## config.mk

```make
export PLATFORM = sky130hd
export DESIGN_NAME = blit_launch_ctl
export DESIGN_NICKNAME = d
export VERILOG_FILES = /design/src/rtl/blit_pkg.sv /design/src/rtl/blit_ctrl.sv /design/src/rtl/blit_datapath.sv /design/src/rtl/blit_launch_ctl.sv
export SDC_FILE = /design/constraint.sdc
export NUM_CORES = 1
export LEC_CHECK = 0
export ABC_AREA = 1
export BUFFER_PORTS_ARGS = -buffer_cell sky130_fd_sc_hd__buf_2
export CORE_ASPECT_RATIO = 0.5
export CORE_UTILIZATION = 30
export CTS_CLUSTER_DIAMETER = 30
export DETAILED_ROUTE_END_ITERATION = 12
export PLACE_DENSITY_LB_ADDON = 0.05
export SLEW_MARGIN = 20
export SYNTH_ARGS = -nofsm -noshare
export SYNTH_HDL_FRONTEND = slang
export SYNTH_HIERARCHICAL = 1
export SYNTH_SLANG_ARGS = --single-unit
```

## constraint.sdc

```tcl
create_clock -name clk -period 1.9 [get_ports clk]
set_clock_uncertainty 0.2 [all_clocks]
set_input_delay 0.095 -clock clk [delete_from_list [all_inputs] [get_ports clk]]
set_output_delay 0.095 -clock clk [all_outputs]
set_load 0.03 [all_outputs]
```

## src/rtl/blit_pkg.sv

```systemverilog
package blit_pkg;

  // control byte bits
  localparam int CTL_GO  = 0;
  localparam int CTL_RST = 2;

  // mode byte bits
  localparam int MD_BACK   = 0;
  localparam int MD_SYSDST = 1;
  localparam int MD_SYSSRC = 2;
  localparam int MD_TRANSP = 3;
  localparam int MD_PAT    = 6;
  localparam int MD_EXP    = 7;

  // extended-mode byte bits
  localparam int EX_INV    = 1;
  localparam int EX_SOLID  = 2;
  localparam int EX_WLO    = 4;
  localparam int EX_WHI    = 6;

  localparam int ROP_IDX_W = 3;
  localparam int BPP_W     = 3;

  typedef enum logic [2:0] {
    OP_SOLID      = 3'd0,
    OP_EXPAND     = 3'd1,
    OP_PAT_EXPAND = 3'd2,
    OP_PAT_FILL   = 3'd3,
    OP_COPY       = 3'd4
  } opClassT;

  typedef enum logic [1:0] {
    PATH_V2V = 2'd0,
    PATH_C2V = 2'd1,
    PATH_V2C = 2'd2
  } pathT;

  // strobes from control to datapath
  typedef struct packed {
    logic capture;
    logic clear;
  } stepT;

  // returns {hit, index}
  function automatic logic [ROP_IDX_W:0] ropLookup(input logic [7:0] code);
    case (code)
      8'h00:   ropLookup = {1'b1, 3'd0};
      8'h05:   ropLookup = {1'b1, 3'd1};
      8'h0D:   ropLookup = {1'b1, 3'd2};
      8'h50:   ropLookup = {1'b1, 3'd3};
      8'h59:   ropLookup = {1'b1, 3'd4};
      8'h6D:   ropLookup = {1'b1, 3'd5};
      8'h90:   ropLookup = {1'b1, 3'd6};
      8'hD0:   ropLookup = {1'b1, 3'd7};
      default: ropLookup = '0;
    endcase
  endfunction

endpackage

```

## src/rtl/blit_ctrl.sv

```systemverilog
module blit_ctrl
  import blit_pkg::*;
(
  input  logic       clk,
  input  logic       rstN,
  input  logic       ctlWrEn,
  input  logic [7:0] ctlWrData,
  input  logic       decodeOk,
  input  logic       engineDone,
  output stepT       step,
  output logic       launch,
  output logic       blitReset,
  output logic       busy
);

  logic [7:0] ctlQ;
  logic       resetEdge;
  logic       startEdge;

  assign resetEdge = ctlWrEn &&  ctlQ[CTL_RST] && !ctlWrData[CTL_RST];
  assign startEdge = ctlWrEn && !ctlQ[CTL_GO]  &&  ctlWrData[CTL_GO];

  // reset edge wins over start edge
  always_comb begin
    step.clear   = resetEdge || (startEdge && !decodeOk);
    step.capture = startEdge && !resetEdge && decodeOk;
  end

  always_ff @(posedge clk) begin
    if (!rstN) begin
      ctlQ      <= '0;
      launch    <= 1'b0;
      blitReset <= 1'b0;
      busy      <= 1'b0;
    end else begin
      if (ctlWrEn) ctlQ <= ctlWrData;
      launch    <= step.capture;
      blitReset <= step.clear;
      if (step.clear)        busy <= 1'b0;
      else if (step.capture) busy <= 1'b1;
      else if (engineDone)   busy <= 1'b0;
    end
  end

  a_r2_strobes_exclusive: assert property (@(posedge clk) disable iff (!rstN)
    !(launch && blitReset));

  a_r11_launch_one_cycle: assert property (@(posedge clk) disable iff (!rstN)
    launch |=> !launch);

  a_r11_busy_with_launch: assert property (@(posedge clk) disable iff (!rstN)
    launch |-> busy);

  a_r1_reset_drops_busy: assert property (@(posedge clk) disable iff (!rstN)
    blitReset |-> !busy);

  a_r12_no_write_no_strobe: assert property (@(posedge clk) disable iff (!rstN)
    !ctlWrEn |=> (!launch && !blitReset));

endmodule

```

## src/rtl/blit_datapath.sv

```systemverilog
module blit_datapath
  import blit_pkg::*;
#(
  parameter int PITCH_W = 16
) (
  input  logic                      clk,
  input  logic                      rstN,
  input  stepT                      step,
  input  logic [7:0]                modeByte,
  input  logic [7:0]                extModeByte,
  input  logic [7:0]                ropByte,
  input  logic [PITCH_W-1:0]        srcPitchIn,
  input  logic [PITCH_W-1:0]        dstPitchIn,
  output logic                      decodeOk,
  output opClassT                   opClassQ,
  output logic [BPP_W-1:0]          bppQ,
  output logic                      loadFgQ,
  output logic                      loadBgQ,
  output logic                      backwardQ,
  output pathT                      pathQ,
  output logic [ROP_IDX_W-1:0]      ropIdxQ,
  output logic signed [PITCH_W-1:0] srcPitchQ,
  output logic signed [PITCH_W-1:0] dstPitchQ
);

  localparam int WCODE_W = EX_WHI - EX_WLO + 1;

  logic [WCODE_W-1:0]         widthCode;
  logic                       widthOk;
  logic                       memToMem;
  logic                       isSolid;
  logic                       ropHit;
  logic [ROP_IDX_W-1:0]       ropIdx;
  logic                       pathOk;
  opClassT                    opClassD;
  logic [BPP_W-1:0]           bppD;
  logic                       fgD, bgD, backD;
  pathT                       pathD;
  logic signed [PITCH_W-1:0]  srcD, dstD;

  assign widthCode       = extModeByte[EX_WHI:EX_WLO];
  assign widthOk         = (widthCode < WCODE_W'(4));
  assign memToMem        = modeByte[MD_SYSSRC] && modeByte[MD_SYSDST];
  assign {ropHit, ropIdx} = ropLookup(ropByte);
  assign isSolid = extModeByte[EX_SOLID] &&
                   ({modeByte[MD_SYSDST], modeByte[MD_TRANSP],
                     modeByte[MD_PAT], modeByte[MD_EXP]} == 4'b0011);

  always_comb begin
    bppD     = BPP_W'(widthCode[1:0]) + BPP_W'(1);
    fgD      = 1'b0;
    bgD      = 1'b0;
    backD    = 1'b0;
    srcD     = srcPitchIn;
    dstD     = dstPitchIn;
    pathD    = PATH_V2V;
    pathOk   = 1'b1;
    opClassD = OP_COPY;
    if (isSolid) begin
      opClassD = OP_SOLID;
      fgD      = 1'b1;
    end else begin
      if (modeByte[MD_EXP] || modeByte[MD_PAT]) begin
        if (!modeByte[MD_EXP])      opClassD = OP_PAT_FILL;
        else if (modeByte[MD_PAT])  opClassD = OP_PAT_EXPAND;
        else                        opClassD = OP_EXPAND;
        if (modeByte[MD_EXP]) begin
          if (modeByte[MD_TRANSP]) begin
            bgD = extModeByte[EX_INV];
            fgD = !extModeByte[EX_INV];
          end else begin
            fgD = 1'b1;
            bgD = 1'b1;
          end
        end
      end else if (modeByte[MD_BACK]) begin
        backD = 1'b1;
        srcD  = -$signed(srcPitchIn);
        dstD  = -$signed(dstPitchIn);
      end
      if (modeByte[MD_SYSSRC]) begin
        pathD  = PATH_C2V;
        pathOk = (dstPitchIn != '0);
      end else if (modeByte[MD_SYSDST]) begin
        pathD  = PATH_V2C;
        pathOk = (srcPitchIn != '0);
      end else begin
        pathOk = (srcPitchIn != '0) && (dstPitchIn != '0);
      end
    end
  end

  assign decodeOk = widthOk && !memToMem && ropHit && pathOk;

  always_ff @(posedge clk) begin
    if (!rstN || step.clear) begin
      opClassQ  <= OP_SOLID;
      bppQ      <= '0;
      loadFgQ   <= 1'b0;
      loadBgQ   <= 1'b0;
      backwardQ <= 1'b0;
      pathQ     <= PATH_V2V;
      ropIdxQ   <= '0;
      srcPitchQ <= '0;
      dstPitchQ <= '0;
    end else if (step.capture) begin
      opClassQ  <= opClassD;
      bppQ      <= bppD;
      loadFgQ   <= fgD;
      loadBgQ   <= bgD;
      backwardQ <= backD;
      pathQ     <= pathD;
      ropIdxQ   <= ropIdx;
      srcPitchQ <= srcD;
      dstPitchQ <= dstD;
    end
  end

  a_r8_backward_only_copy: assert property (@(posedge clk) disable iff (!rstN)
    backwardQ |-> (opClassQ == OP_COPY));

  a_r5_solid_fg_only: assert property (@(posedge clk) disable iff (!rstN)
    (opClassQ == OP_SOLID && bppQ != '0) |-> (loadFgQ && !loadBgQ && pathQ == PATH_V2V));

  a_r1_clear_zeroes: assert property (@(posedge clk) disable iff (!rstN)
    step.clear |=> (bppQ == '0 && srcPitchQ == '0 && dstPitchQ == '0));

  a_r7_fill_no_colour: assert property (@(posedge clk) disable iff (!rstN)
    (opClassQ == OP_PAT_FILL) |-> (!loadFgQ && !loadBgQ));

  a_r12_hold_fields: assert property (@(posedge clk) disable iff (!rstN)
    (!step.capture && !step.clear) |=> ($stable(bppQ) && $stable(opClassQ) && $stable(dstPitchQ)));

endmodule

```

## src/rtl/blit_launch_ctl.sv

```systemverilog
module blit_launch_ctl
  import blit_pkg::*;
#(
  parameter int PITCH_W = 16
) (
  input  logic                      clk,
  input  logic                      rstN,
  input  logic                      ctlWrEn,
  input  logic [7:0]                ctlWrData,
  input  logic [7:0]                modeByte,
  input  logic [7:0]                extModeByte,
  input  logic [7:0]                ropByte,
  input  logic [PITCH_W-1:0]        srcPitchIn,
  input  logic [PITCH_W-1:0]        dstPitchIn,
  input  logic                      engineDone,
  output logic                      launch,
  output logic                      blitReset,
  output logic                      busy,
  output logic [2:0]                opClass,
  output logic [2:0]                bytesPerPix,
  output logic                      loadFg,
  output logic                      loadBg,
  output logic                      backward,
  output logic [1:0]                dataPath,
  output logic [2:0]                ropIndex,
  output logic signed [PITCH_W-1:0] srcPitch,
  output logic signed [PITCH_W-1:0] dstPitch
);

  stepT    step;
  logic    decodeOk;
  opClassT opClassQ;
  pathT    pathQ;

  blit_ctrl i_ctrl (
    .clk        (clk),
    .rstN       (rstN),
    .ctlWrEn    (ctlWrEn),
    .ctlWrData  (ctlWrData),
    .decodeOk   (decodeOk),
    .engineDone (engineDone),
    .step       (step),
    .launch     (launch),
    .blitReset  (blitReset),
    .busy       (busy)
  );

  blit_datapath #(.PITCH_W(PITCH_W)) i_datapath (
    .clk         (clk),
    .rstN        (rstN),
    .step        (step),
    .modeByte    (modeByte),
    .extModeByte (extModeByte),
    .ropByte     (ropByte),
    .srcPitchIn  (srcPitchIn),
    .dstPitchIn  (dstPitchIn),
    .decodeOk    (decodeOk),
    .opClassQ    (opClassQ),
    .bppQ        (bytesPerPix),
    .loadFgQ     (loadFg),
    .loadBgQ     (loadBg),
    .backwardQ   (backward),
    .pathQ       (pathQ),
    .ropIdxQ     (ropIndex),
    .srcPitchQ   (srcPitch),
    .dstPitchQ   (dstPitch)
  );

  assign opClass  = opClassQ;
  assign dataPath = pathQ;

endmodule

```

== Yosys cells after proc, flatten, opt, wreduce, memory -nomap -nowiden ==
Cells that the tools add are included.

* Logic and storage cells: 84
* Output and inout port bits: 49
* Flip-flop bits (word level): 52
* Input port bits: 68

* Add/sub/neg operators: 3
* Multiplexer cells: 30
* $lt $le $gt $ge: 1
* Equality and inequality tests: 8
* Reductions and logical operators: 28
* Bitwise operators: 1

{| class="wikitable"
|+ Operator list
! cell !! number
|-
| 16-bit two-way mux || 6
|-
| 16-bit negator || 2
|-
| 4-bit one-hot mux with 8 select lines || 1
|-
| 16-bit nonzero test || 2
|-
| 8-bit by 7-bit equality test with 1-bit output (second input constant) || 3
|-
| 8-bit equality test (second input constant) || 2
|-
| 1-bit two-way mux || 16
|-
| 1-bit logical AND || 13
|-
| 3-bit two-way mux || 3
|-
| 8-bit by 3-bit equality test with 1-bit output (second input constant) || 1
|-
| 8-bit by 4-bit equality test with 1-bit output (second input constant) || 1
|-
| 8-bit zero test || 1
|-
| 2-bit two-way mux || 4
|-
| 1-bit zero test || 7
|-
| 4-bit by 2-bit equality test with 1-bit output (second input constant) || 1
|-
| 2-bit by 1-bit adder with 3-bit output (second input constant) || 1
|-
| 1-bit logical OR || 3
|-
| 3-bit less-than comparator (second input constant) || 1
|-
| 2-bit nonzero test || 1
|-
| 2-bit OR reduction || 1
|-
| 1-bit NOT || 1
|}

== Depth between registers and ports, before layout ==
Gate-level depths: netlist of run 1.

* Depth after elaboration: 10
* Depth in mapped cells: 18
* Mapped depth without buffers: 17

== Hierarchy ==
Netlist of run 1, hierarchy kept.

{| class="wikitable"
|+ By module, submodules not included
! module !! sequential area each (sq um) !! area each (sq um) !! cells each !! times used
|-
| blit_datapath || 920.9 || 2906.5 || 491 || 1
|-
| blit_ctrl || 100.1 || 202.7 || 27 || 1
|}

== Least setup slack after synthesis of run 1 ==
No wires, ideal clock.

* Path kind: in2reg
* Start: input srcPitchIn[0]
* End: register i_datapath.srcPitchQ[4]
* Stages on the path: 16
* Data required time: 1591 ps
* Arrival time: 1830 ps
* Path slack: -239 ps
* Library setup time: 109 ps
* Cell sequence: inv_1 > ha_1 > nand3_1 > nor2_2 > nand3_1 > a21oi_1 > nor2_1 > inv_1 > nand4_1 > nand2_1 > nor2_4 > inv_2 > buf_1 > nor2_1 > nand2_1 > inv_1

{| class="wikitable"
|+ RTL lines
! what !! RTL line !! text
|-
| from (decl) || blit_launch_ctl.sv:13 || <nowiki>input logic [PITCH_W-1:0] srcPitchIn,</nowiki>
|-
| to (signal assigned) || blit_datapath.sv:114 || <nowiki>srcPitchQ <= srcD;</nowiki>
|-
| to (decl) || blit_datapath.sv:22 || <nowiki>output logic signed [PITCH_W-1:0] srcPitchQ,</nowiki>
|}

==> results by stage, run 1 <==
Global routing:
- The total global-route track usage is 0.181.
- The global-route wire length before repair is 15400 um.
- The number of antenna violations at the first check in global routing came to 0.
- Entering global routing, the biggest net connects 59 pins.
- The total overflow left after global routing is 0.
- The number of global-route vias before repair came to 3200.

Synth:
- The commonest cells after synthesis are sky130_fd_sc_hd__nand2_1, sky130_fd_sc_hd__nor2_1, sky130_fd_sc_hd__inv_1, sky130_fd_sc_hd__dfxtp_1, sky130_fd_sc_hd__a21oi_1.
- By area, the combinational part of the netlist is dominated by simple AND/OR/NAND/NOR gates.
- The leading register cell type out of synthesis is sky130_fd_sc_hd__dfxtp_1.
- The post-synthesis average cell area is 6.00 um2.
- The mapped netlist covers 3110 um2.
- Of the total synthesized cell area, the portion taken by AND, OR, NAND and NOR gates is 0.392.
- The cell taking the most area after synthesis is sky130_fd_sc_hd__dfxtp_1.
- By instance count, the leading cell after synthesis is sky130_fd_sc_hd__nand2_1.
- Yosys mapped the design onto 29 distinct sky130hd cell types.
- Of the synthesized area, sequential elements account for 0.328.
- Counting flops with an async set or reset pin after synthesis yields a share of 0.
- The mux share of post-synthesis cell area is 0.
- Counting flops and latches in the post-synthesis netlist gives 51.
- Counting flops with a built-in enable in the synthesized netlist gives 0.
- Of the total synthesized cell area, the portion taken by XOR and XNOR cells is 0.
- The number of nets handed over by synthesis was 592.
- Of the post-synthesis cell area, the dominant cell type holds 0.328.
- The number of instances in the synthesized netlist is 518.
- The synthesized-area fraction occupied by ao, oa, aoi and oai cells came to 0.135.
- The Yosys warning count is 6.
- Of the total synthesized cell area, the portion taken by full adders, half adders and majority gates is 0.0241.
- Ranked by total cell area, the synthesized netlist is headed by sky130_fd_sc_hd__dfxtp_1, sky130_fd_sc_hd__nand2_1, sky130_fd_sc_hd__nor2_1.

Placement:
- Port buffering added 105 buffers.
- The half-perimeter wire length after detailed placement is 7230 um.
- The routability congestion estimate from global placement is 0.834.

Critical path:
- STA puts the critical path data arrival time at 1.87 ns.
- The startpoint of the most critical setup path is ropByte[3].
- The type of element capturing the critical path is a flop.
- Counting cells, the worst reg-to-reg path comes to 9.
- The destination of the critical timing path is i_datapath/opClassQ[1].
- The critical register-to-register path endpoint is i_datapath/opClassQ[1].
- The maximum fanout encountered on the critical timing path is 8.
- The start-to-end type of the worst setup path is in -> reg.
- For the worst setup path, the data required time is 1.93 ns.
- The nature of the critical path startpoint is a primary input.
- The slack of the worst reg-to-reg path is 0.28 ns.
- The startpoint identified for the worst register-to-register timing path is i_ctrl/ctlQ[0].

Power:
- Of the total power, the share spent switching nets is 0.255.
- Power spread over the standard cell area amounts to 523 nW/um2.
- The total leakage power is 2.49 nW.
- The internal power of the cells is 1.96 mW.
- Of the total power, combinational logic draws 0.181.
- Total power for the finished layout comes to 2.63 mW.
- In this run the power spent charging and discharging nets is 671 uW.
- The maximum ir drop on the vdd rail is 0.336 mV.
- Of the total power, registers draw 0.409.
- The share of total power dissipated in the clock network is 0.410.

CTS:
- The CTS tree is yes.
- The root buffer cell chosen for the clock tree is sky130_fd_sc_hd__clkbuf_16.
- The clock passes through at most 2 buffers.
- In this run, CTS created clock tree buffers numbering 5.
- Clock-pin slew was measured on the worst setup and hold paths at 0.07 ns.
- The H-tree was split into 2 levels.
- For the worst-skew pair, the clock arrives at the later sink with an insertion delay of 0.29 ns.
- The clock drives 51 sinks.

Routing:
- The number of detailed-route iterations in the first pass is 5.
- The number of nets with antenna violations after routing is 0.
- The routed wirelength normalized by instance count is 12.4 um.
- Dividing the detail-routed via count by the number of cells gives 4.45.
- After detailed routing, the total wire length is 10500 um.
- The number of DRC markers after the initial detailed-route iteration is 194.
- The count of unresolved DRC violations after routing is 0.
- The final route contains 3757 vias.

STA:
- The final number of hold-violating endpoints is 0.
- The total count of max-transition violations in the final report was 0.
- The maximum achievable frequency is 0.543 GHz.
- Setup violations remaining at the end of the flow were counted as 0.
- Setup repair after global routing could not meet its margin everywhere.
- The worst relative slew slack is 0.792.
- Hold timing on the final database bottoms out at a slack of 0.00977 ns.
- At the pin with the least slew margin, the transition time is 0.312 ns.
- The smallest clock period supported by the final layout is computed as 1.84 ns.
- Dividing the final minimum period by the clock period gives 0.968.
- The total negative setup slack is 0 ns.

Flow run:
- The max-cap check violation count is 0.

Die:
- The floorplan step defined a die boundary enclosing 10800 um2.
- The initialized floorplan defines 25 standard-cell rows.
- The height of the chip is 74.0 um.
- The initial utilization of the core area, before any placement, comes to 0.319.
- The placeable core region is 9760 um2.
- The die span in x is 146 um.
- The number of top-level pins is 117.

Finish:
- The repair_antennas step left the layout with diodes totalling 0.
- The multi-input combinational cells in the finished layout cover a total of 1930 um2.
- After the last flow step, the layout net total stands at 783.
- The share of post-route cells with drive strength above 1 is 0.359.
- The synthesis-to-finish area growth is 61.8%.
- Counting the fill cells in the layout gives 1025.
- In the final layout, flip-flops and latches occupy 1020 um2.

Hold path:
- The hold path depth is 5.
- In this run the worst hold path is classified as in -> reg.

Outcome:
- The flow ran to the end, and the final reports show no timing, DRC or antenna violations.
-- worst max-delay path, cell delays in order --
cell                      delay (ns)
sky130_fd_sc_hd__buf_4          0.13
sky130_fd_sc_hd__inv_4          0.05
sky130_fd_sc_hd__nand2_2        0.06
sky130_fd_sc_hd__nor2_4         0.14
sky130_fd_sc_hd__nand2_1        0.07
sky130_fd_sc_hd__nand2_1        0.07
sky130_fd_sc_hd__nor2_1         0.05
sky130_fd_sc_hd__nand2_1        0.06
sky130_fd_sc_hd__nand2_1        0.06
sky130_fd_sc_hd__nor2_2         0.13
sky130_fd_sc_hd__nand4_1        0.16
sky130_fd_sc_hd__nor2_4         0.16
sky130_fd_sc_hd__buf_6          0.12
sky130_fd_sc_hd__buf_12         0.13
sky130_fd_sc_hd__inv_8          0.03
sky130_fd_sc_hd__nor3_2         0.13
sky130_fd_sc_hd__nand2_1        0.09
sky130_fd_sc_hd__a21oi_1        0.13
-- placed cells by master (no fill, tap or decap), types with 3 or more instances in the layout --
cell type / netlist / routed
sky130_fd_sc_hd__buf_4: 1 / 68
sky130_fd_sc_hd__o21ai_0: 33 / 15
sky130_fd_sc_hd__nand4_1: 3 / 3
sky130_fd_sc_hd__nor2_1: 118 / 105
sky130_fd_sc_hd__buf_12: 0 / 5
sky130_fd_sc_hd__dlygate4sd3_1: 0 / 18
sky130_fd_sc_hd__buf_6: 4 / 6
sky130_fd_sc_hd__o21ai_1: 1 / 17
sky130_fd_sc_hd__buf_2: 4 / 101
sky130_fd_sc_hd__nand3_1: 35 / 31
sky130_fd_sc_hd__nor2_4: 1 / 9
sky130_fd_sc_hd__a21oi_1: 36 / 33
sky130_fd_sc_hd__ha_1: 6 / 4
sky130_fd_sc_hd__nand2_1: 121 / 108
sky130_fd_sc_hd__nand2_2: 0 / 11
sky130_fd_sc_hd__nand2_4: 1 / 3
sky130_fd_sc_hd__dfxtp_1: 51 / 51
sky130_fd_sc_hd__inv_2: 2 / 11
sky130_fd_sc_hd__inv_1: 68 / 55
sky130_fd_sc_hd__nand3b_1: 5 / 5
sky130_fd_sc_hd__o21bai_1: 3 / 3
sky130_fd_sc_hd__nor2_2: 5 / 10
sky130_fd_sc_hd__clkbuf_16: 0 / 7
-- power groups by stage --
stage,Sequential [mW],Combinational (mW),Clock [mW]
detailed placement,1.10,0.391,0
global placement,1.10,0.391,0
floorplan,1.11,0.175,0
global route,1.08,0.526,1.16
finish,1.08,0.475,1.08
CTS,1.08,0.426,1.12
-- registers in the layout, indices dropped and copies added (netlist names) --
register              count
i_datapath/bppQ           3
i_datapath/loadBgQ        1
i_datapath/dstPitchQ     16
i_ctrl/ctlQ               2
i_datapath/ropIdxQ        3
i_datapath/loadFgQ        1
i_datapath/srcPitchQ     16
i_datapath/opClassQ       3
i_datapath/pathQ          2
i_datapath/backwardQ      1
i_ctrl/launch             1
i_ctrl/busy               1
i_ctrl/blitReset          1
-- metal layers --
layer / global-route usage / vias up / part of all wire
met3: 0.0362 / 5 / 0.043
met1: 0.271 / 1669 / 0.55
li1: - / 2006 / -
met4: 0.0382 / 0 / 0.0066
met5: 0 / - / 0
met2: 0.265 / 77 / 0.40
-- layout make-up --
type | count | share of cell area
well taps | 135 | 0.0336
clock inverters | 2 | 0.00697
inverters | 71 | 0.0590
repair buffers | 202 | 0.287
multi-input cells | 378 | 0.383
clock buffers | 6 | 0.0276
flip-flops and latches | 51 | 0.203
-- metrics by stage --
step	utilization	cell area, um2	cells	worst slack [ns]
after floorplan	-	3150	518	0.0138
after global placement	0.440	4290	808	-0.457
after detailed placement	0.440	4290	808	-0.445
after CTS	0.477	4660	834	0.00875
after global routing	0.515	5030	845	-0.103
final	0.515	5030	845	0.0599
-- cell families (layout without fill, tap and decap cells) --
| family | after synthesis | count (layout) |
|---|---|---|
| and+or+nand+nor | 293 | 293 |
| buffers and inverters | 89 | 281 |
| AOI/OAI and AO/OA | 79 | 79 |
| DFF | 51 | 51 |
| adders and majority gates | 6 | 6 |
-- how the worst min path moves through the flow --
stage	start	endpoint	slack, ns
6_report	srcPitchIn[7]	i_datapath/srcPitchQ[7]	0.01
5_1_grt	srcPitchIn[7]	i_datapath/srcPitchQ[7]	0.02
4_1_cts	srcPitchIn[7]	i_datapath/srcPitchQ[7]	0.007
3_5_place_dp	extModeByte[4]	i_datapath/bppQ[0]	0.11
3_3_place_gp	extModeByte[4]	i_datapath/bppQ[0]	0.11
2_1_floorplan	extModeByte[4]	i_datapath/bppQ[0]	-0.01
-- what timing repair did --
action	4_1_cts	5_1_grt
hold buffers	18	0
endpoints found under the setup margin	24	47
buffers inserted	0	8
hold endpoints to repair	19	0
resized for setup	4	98
cloned	0	3
pin swaps	0	28
No activity file was read; power rests on OpenSTA's default activity.
==> run 2: changes to the inputs <==
--- a/config.mk
+++ b/config.mk
@@ -12,6 +12,7 @@
 export CTS_CLUSTER_DIAMETER = 30
 export DETAILED_ROUTE_END_ITERATION = 12
 export PLACE_DENSITY_LB_ADDON = 0.05
+export RECOVER_POWER = 25
 export SLEW_MARGIN = 20
 export SYNTH_ARGS = -nofsm -noshare
 export SYNTH_HDL_FRONTEND = slang
==> run 2 against run 1 <==
Clock power is essentially flat. Highest routed layer unchanged. Total power about the same. Utilization decreased by 0.24 points. Largest power group unchanged. Cell count stayed put. Non-clock buffer count unchanged. Sequential power about the same. Critical endpoint unchanged. Via count grew 0.69%. Combinational power hardly changed. Setup slack got worse by 0.0059 ns. Die area unchanged. Maximum frequency shrank 0.32%.
==> results by stage, run 2 (synthesis gave the netlist of run 1 again) <==
Global routing:
- The total overflow left after global routing is 0.
- The number of antenna violations at the first check in global routing is 0.
- The total global-route track usage is 0.181.
- The met2 usage in global routing is 0.265.
- The met3 track utilization from global routing is 0.0362.
- The first global-routing pass estimated 15400 um of wire.
- The met1 global-route usage is 0.271.
- The number of global-route vias before repair is 3200.
- The largest net degree at the start of global routing is 59.
- In this run the most used layer during global routing was met1.

Outcome:
- The flow ran to the end, and the final reports show no timing, DRC or antenna violations.

STA:
- The final number of hold-violating endpoints is 0.
- The total negative setup slack is 0 ns.
- The total count of max-transition violations in the final report is 0.
- After layout, the minimum clock period comes to 1.85 ns.
- The slew at the pin with the worst max-slew slack is 0.404 ns.
- The part of the cycle the worst path needs is 0.972.
- For this run, the top clock speed supported by timing is 0.542 GHz.
- Setup repair after global routing could not meet its margin everywhere.
- The total of endpoints with negative setup slack in the final report is 0.
- The worst relative slew slack is 0.732.

Hold path:
- In this run the most critical hold path is launched from srcPitchIn[7].
- The worst hold path endpoint is i_datapath/srcPitchQ[7].
- The min-delay analysis places its worst path in the category in -> reg.
- The hold path depth is 5.

Critical path:
- The cell at the slowest stage of the critical path is sky130_fd_sc_hd__nand4_1.
- The number of cells on the worst reg-to-reg path is 9.
- The nature of the critical path startpoint is a primary input.
- The type of element capturing the critical path is a flop.
- By instance count, the cell type seen most on the critical path is sky130_fd_sc_hd__nand2_1.
- The setup check on the worst reg-to-reg path leaves a slack of 0.27 ns.
- Traced cell by cell, the critical path runs through buf_4 > inv_4 > nand2_2 > nor2_4 > nand2_1 > nand2_1 > nor2_1 > nand2_1 > nand2_1 > nor2_2 > nand4_1 > nor2_4 > buf_6 > buf_12 > inv_8 > nor3_2 > nand2_1 > a21oi_1.
- For this run, the slowest stage of the critical path takes 0.16 ns.
- Data arrives at the worst endpoint at 1.88 ns.
- The data required time at the worst endpoint is 1.93 ns.
- The startpoint identified for the worst register-to-register timing path is i_ctrl/ctlQ[0].
- The critical register-to-register path endpoint is i_datapath/opClassQ[1].
- The start-to-end type of the worst setup path is in -> reg.
- Along the worst path, the maximum fanout reaches 8.

CTS:
- The clock passes through at most 2 buffers.
- The later pin in the worst-skew pair is clocked with a latency of 0.29 ns.
- The number of clock sinks is 51.
- In this run, CTS created clock tree buffers numbering 5.
- The H-tree was split into 2 levels.
- After clock tree synthesis, the clock-pin slew on the worst setup and hold paths is 0.07 ns.
- In this run the clock root is driven by a sky130_fd_sc_hd__clkbuf_16.
- TritonCTS built the clock tree.

Power:
- The total leakage power is 2.40 nW.
- The maximum ir drop on the vdd rail is 0.336 mV.
- The power per standard cell area is 526 nW/um2.

Finish:
- The antenna diode count is 0.
- From synthesis to final layout, the design area changed by 61.0%.
- In the layout the commonest cells are sky130_fd_sc_hd__nand2_1, sky130_fd_sc_hd__nor2_1, sky130_fd_sc_hd__buf_2, sky130_fd_sc_hd__buf_4, sky130_fd_sc_hd__inv_1.
- The largest registers in the layout are i_datapath/dstPitchQ: 16 flops, i_datapath/srcPitchQ: 16 flops.
- Leaving out fill and tap cells, the most frequent cell in the layout is sky130_fd_sc_hd__nand2_1.
- Measured on the finished design, the core utilization comes to 0.513.
- The net count of the finished layout is 783.
- The share of post-route cells with drive strength above 1 is 0.332.

Die:
- For this configuration, the core starts out at a cell density of 0.319.
- The number of top-level pins is 117.
- The site row count is 25.
- The placeable core region is 9760 um2.
- The die covers 10800 um2.
- The height of the chip is 74.0 um.
- The die span in x is 146 um.

Routing:
- For this block, the initial DRC count from the detailed router was 222.
- The number of nets with antenna violations after routing is 0.
- The average via count per standard cell is 4.48.
- The count of unresolved DRC violations after routing is 0.
- For this block, the routed nets add up to 10500 um of wire.
- Dividing the detail-routed wire length by the instance count gives 12.4 um.
- The number of detailed-route iterations in the first pass is 4.
- The total number of vias is 3783.

Placement:
- The half-perimeter wire length after detailed placement is 7230 um.
- The count of buffers from port buffering is 105.
- The routability congestion estimate from global placement is 0.834.

Flow run:
- Across the run, the number of max-cap violations was 0.
-- run 2: changes by cell type in the layout (fill, tap and decap cells not counted) --
cell	before	now
sky130_fd_sc_hd__buf_2	101	82
sky130_fd_sc_hd__clkbuf_1	0	19
-- run 2: through the flow --
stage                     instances  area, um2  hold WS (ns)  power (mW)  setup WS [ns]
final                           845       5010       0.00956        2.63         0.0540
after global routing            845       5010        0.0161        2.76         -0.103
after CTS                       834       4660       0.00651        2.62        0.00875
after detailed placement        808       4290         0.112        1.49         -0.445
after global placement          808       4290         0.108        1.49         -0.457
after floorplan                 518       3150       -0.0113        1.28         0.0138
-- run 2: worst max-delay path, delay by kind of cell --
| kind | cells | cell delay (ns) |
|---|---|---|
| simple gates | 12 | 1.18 |
| buf+inv | 5 | 0.47 |
| compound gates | 1 | 0.13 |
-- run 2: area by class of cell --
class                   instances  area, um2
clock buffers                   6        139
clock inverters                 2       35.0
fillers                      1030       4750
inverters                      71        297
multi-input cells             378       1930
flip-flops and latches         51       1020
well taps                     135        169
repair buffers                202       1420
-- run 2: worst max-delay path by stage --
stage	from	endpoint	slack, ns	cells after the start
floorplan	srcPitchIn[0]	i_datapath/dstPitchQ[1]	0.01	14
global placement	dstPitchIn[0]	i_datapath/dstPitchQ[6]	-0.46	17
detailed placement	srcPitchIn[0]	i_datapath/dstPitchQ[1]	-0.45	17
CTS	ropByte[7]	i_datapath/dstPitchQ[5]	0.009	16
global route	ropByte[5]	i_datapath/loadFgQ	-0.10	18
finish	ropByte[3]	i_datapath/opClassQ[1]	0.05	18
-- run 2: power by group --
part	internal, mW	switching (mW)
Combinational	0.230	0.245
Clock	0.656	0.424
Sequential	1.07	0.00228
Total	1.96	0.671
-- run 2: metal layers --
metal,up-vias,routed length [um]
met1,1681,5740
met4,0,69
met3,5,493
li1,2010,-
met2,87,4170
met5,-,0
-- run 2: what timing repair did --
action	4_1_cts	5_1_grt
endpoints found under the setup margin	24	47
pin swaps	0	28
setup buffers	0	8
resized for setup	4	98
hold buffers	18	0
endpoints found under the hold margin	19	0
cloned	0	3
==> run 3: changes to the inputs <==
--- a/config.mk
+++ b/config.mk
@@ -13,7 +13,7 @@
 export DETAILED_ROUTE_END_ITERATION = 12
 export PLACE_DENSITY_LB_ADDON = 0.05
 export RECOVER_POWER = 25
-export SLEW_MARGIN = 20
+export REMOVE_ABC_BUFFERS = 1
 export SYNTH_ARGS = -nofsm -noshare
 export SYNTH_HDL_FRONTEND = slang
 export SYNTH_HIERARCHICAL = 1
==> run 3 against run 2 <==
The run now ends with negative hold slack left. Sequential power about the same. Utilization increased by 0.18 points. Clock power decreased by 5%. Hold slack got worse by 0.012 ns. Non-clock buffer count decreased by 7. Via count decreased by 4.0%. Register-to-register slack improved by 0.04 ns. Sequential cell count unchanged. Cell area increased by 0.35%. First-iteration DRC count decreased by 40%. Critical path type unchanged. Critical endpoint is now i_datapath/ropIdxQ[0]. Largest cell class unchanged.
==> results by stage, run 3 (synthesis gave the netlist of run 1 again) <==
Hold path:
- In this run the most critical hold path is launched from ropByte[0].
- The hold path depth is 6.
- The worst hold path endpoint is i_datapath/ropIdxQ[0].
- The class of the tightest hold or removal check is in -> reg.

STA:
- The total count of max-transition violations in the final report is 0.
- Setup violations remaining at the end of the flow were counted as 0.
- For the final routed database, the setup TNS stands at 0 ns.
- The time the worst path needs with I/O delays and setup is 1.79 ns.
- Measured against its own limit, the worst slew margin works out to 0.735.
- On the final layout, the worst hold slack is -0.00200 ns.
- Setup repair after global routing could not meet its margin everywhere.
- Static timing analysis puts the maximum clock frequency at 0.558 GHz.
- The final number of hold-violating endpoints came to 1.
- The slew at the pin with the worst max-slew slack is 0.399 ns.
- Of the available clock period, the critical path in the final layout requires 0.943.

Finish:
- The net count of the finished layout is 776.
- The share of post-route cells with drive strength above 1 is 0.326.
- The largest registers in the layout are i_datapath/dstPitchQ: 16 flops, i_datapath/srcPitchQ: 16 flops.
- Fill cells in the final layout number 1036.
- The antenna diode count is 0.
- Leaving out fill and tap cells, the most frequent cells in the layout are sky130_fd_sc_hd__nand2_1, sky130_fd_sc_hd__nor2_1, sky130_fd_sc_hd__buf_2, sky130_fd_sc_hd__inv_1, sky130_fd_sc_hd__buf_4.
- The number of cells in the finished layout apart from fillers is 837.
- The design area is 5020 um2.
- Leaving out fill and tap cells, the most frequent cell in the layout is sky130_fd_sc_hd__nand2_1.
- Relative to the synthesized area, the layout overhead comes to 61.6%.

Critical path:
- The nature of the critical path startpoint is a primary input.
- The slack of the worst reg-to-reg path is 0.31 ns.
- The maximum fanout encountered on the critical timing path is 11.
- In this run the critical register-to-register path is captured at i_datapath/bppQ[2].
- The data required time at the worst endpoint is 1.86 ns.
- The type of element capturing the critical path is a flop.
- The start-to-end type of the worst setup path is in -> reg.
- At the worst endpoint, the arrival time is 1.75 ns.
- The launch instance of the worst register-to-register path is i_ctrl/ctlQ[0].
- The number of cells on the worst reg-to-reg path is 8.

Flow run:
- The max-cap check violation count is 0.

Power:
- The power per standard cell area is 516 nW/um2.
- The total leakage power is 2.39 nW.
- The maximum ir drop on the vdd rail is 0.332 mV.

Routing:
- The count of unresolved DRC violations after routing is 0.
- The total number of vias is 3631.
- The number of detailed-route iterations in the first pass is 4.
- Using the TritonRoute via totals, the vias-per-cell ratio works out to 4.34.
- After detailed routing, the average wire length per cell comes to 11.6 um.
- Once detail routing completed, the nets flagged for antenna violations numbered 0.
- Wires add up to 9710 um.
- The number of DRC markers after the initial detailed-route iteration is 134.

Die:
- After floorplanning, the core was sized to cover 9760 um2.
- During I/O placement, the number of pins put on the boundary was 117.
- The initial cell density of the core is 0.319.
- The die covers 10800 um2.
- The initialized floorplan defines 25 standard-cell rows.
- The die span in x is 146 um.
- The die is 74.0 um tall.

Outcome:
- The checks that failed: negative hold slack.
- The run finished, with violations left.

Global routing:
- The number of antenna violations at the first check in global routing was 0.
- Across every metal layer, demand over resource in global routing totals 0.174.
- The first global-routing pass estimated 15200 um of wire.
- The overall overflow remaining after global route is 0.
- Entering global routing, the biggest net connects 42 pins.
- The number of global-route vias before repair is 3291.

CTS:
- The total number of H-tree levels is 2.
- The number of clock sinks is 51.
- No sink is reached through more buffers than the 2 on the longest clock path.
- The clock network latency to the later pin of the worst-skew pair is 0.29 ns.
- The clock buffer count from CTS is 5.
- The cell sitting at the root of the clock tree is a sky130_fd_sc_hd__clkbuf_16.
- TritonCTS built the clock tree.
- The clock slew seen by the registers of the worst setup and hold paths is 0.06 ns.

Placement:
- The placed instances occupy a cell area of 4250 um2.
- The count of buffers from port buffering is 105.
- The half-perimeter wire length after detailed placement is 6760 um.
- The routability congestion estimate from global placement is 0.787.
- The placed instance count is 803.
## run 3: cell count changes in the layout (fill, tap and decap cells not counted), sizes merged
cell / delta
dlygate4sd3: +3
clkbuf: -2
buf: -9
clkinv: -1
clkinvlp: +2
inv: -1
## run 3: how the worst max path moves through the flow
| stage | from | endpoint | slack [ns] | cells past startpoint |
|---|---|---|---|---|
| global route | ropByte[3] | i_datapath/bppQ[1] | -0.07 | 17 |
| detailed placement | srcPitchIn[0] | i_datapath/dstPitchQ[2] | -0.31 | 17 |
| floorplan | srcPitchIn[0] | i_datapath/opClassQ[1] | -1.57 | 13 |
| finish | dstPitchIn[0] | i_datapath/ropIdxQ[0] | 0.11 | 14 |
| global placement | srcPitchIn[0] | i_datapath/dstPitchQ[2] | -0.31 | 17 |
| CTS | ropByte[1] | i_datapath/dstPitchQ[1] | 0.02 | 17 |
## run 3: what timing repair did
action	in CTS	in global routing
pin swaps	0	23
hold endpoints to repair	19	0
gates cloned	0	2
hold buffers	21	0
gates resized for setup	1	108
endpoints found under the setup margin	1	47
setup buffers	0	4
## run 3: area by class of cell
| cell class | count | area (um2) | area share |
|---|---|---|---|
| clock buffers | 5 | 125 | 0.0249 |
| clock inverters | 2 | 37.5 | 0.00747 |
| inverters | 71 | 293 | 0.0583 |
| multi-input cells | 378 | 1940 | 0.387 |
| flip-flops and latches | 51 | 1020 | 0.203 |
| well taps | 135 | 169 | 0.0336 |
| repair buffers | 195 | 1430 | 0.285 |
## run 3: routing by layer
layer,wire length [um],track usage,up-vias
met4,27,0.0243,0
li1,-,-,1992
met3,381,0.0350,2
met5,0,0,-
met1,5050,0.241,1578
met2,4260,0.292,59
## run 3: worst max-delay path, cell delays in order
cell	delay [ns]
sky130_fd_sc_hd__buf_2	0.10
sky130_fd_sc_hd__inv_2	0.07
sky130_fd_sc_hd__ha_4	0.14
sky130_fd_sc_hd__nand3_2	0.09
sky130_fd_sc_hd__nor2_2	0.16
sky130_fd_sc_hd__nand3_2	0.12
sky130_fd_sc_hd__a21oi_4	0.19
sky130_fd_sc_hd__nor2_2	0.05
sky130_fd_sc_hd__nand4_1	0.13
sky130_fd_sc_hd__nor2_4	0.06
sky130_fd_sc_hd__buf_12	0.15
sky130_fd_sc_hd__buf_4	0.17
sky130_fd_sc_hd__o21ai_0	0.16
sky130_fd_sc_hd__a41oi_1	0.06
## run 3: metrics by stage
stage,setup WS [ns],power (mW),utilization
after global routing,-0.0664,2.72,0.515
after CTS,0.0189,2.56,0.474
final,0.108,2.59,0.515
after floorplan,-1.57,1.26,-
after detailed placement,-0.310,1.49,0.436
after global placement,-0.313,1.49,0.436
## run 3: power by group
part / switching [mW] / internal (mW)
sequential: 0.00222 / 1.07
combinational: 0.245 / 0.239
clock: 0.418 / 0.615
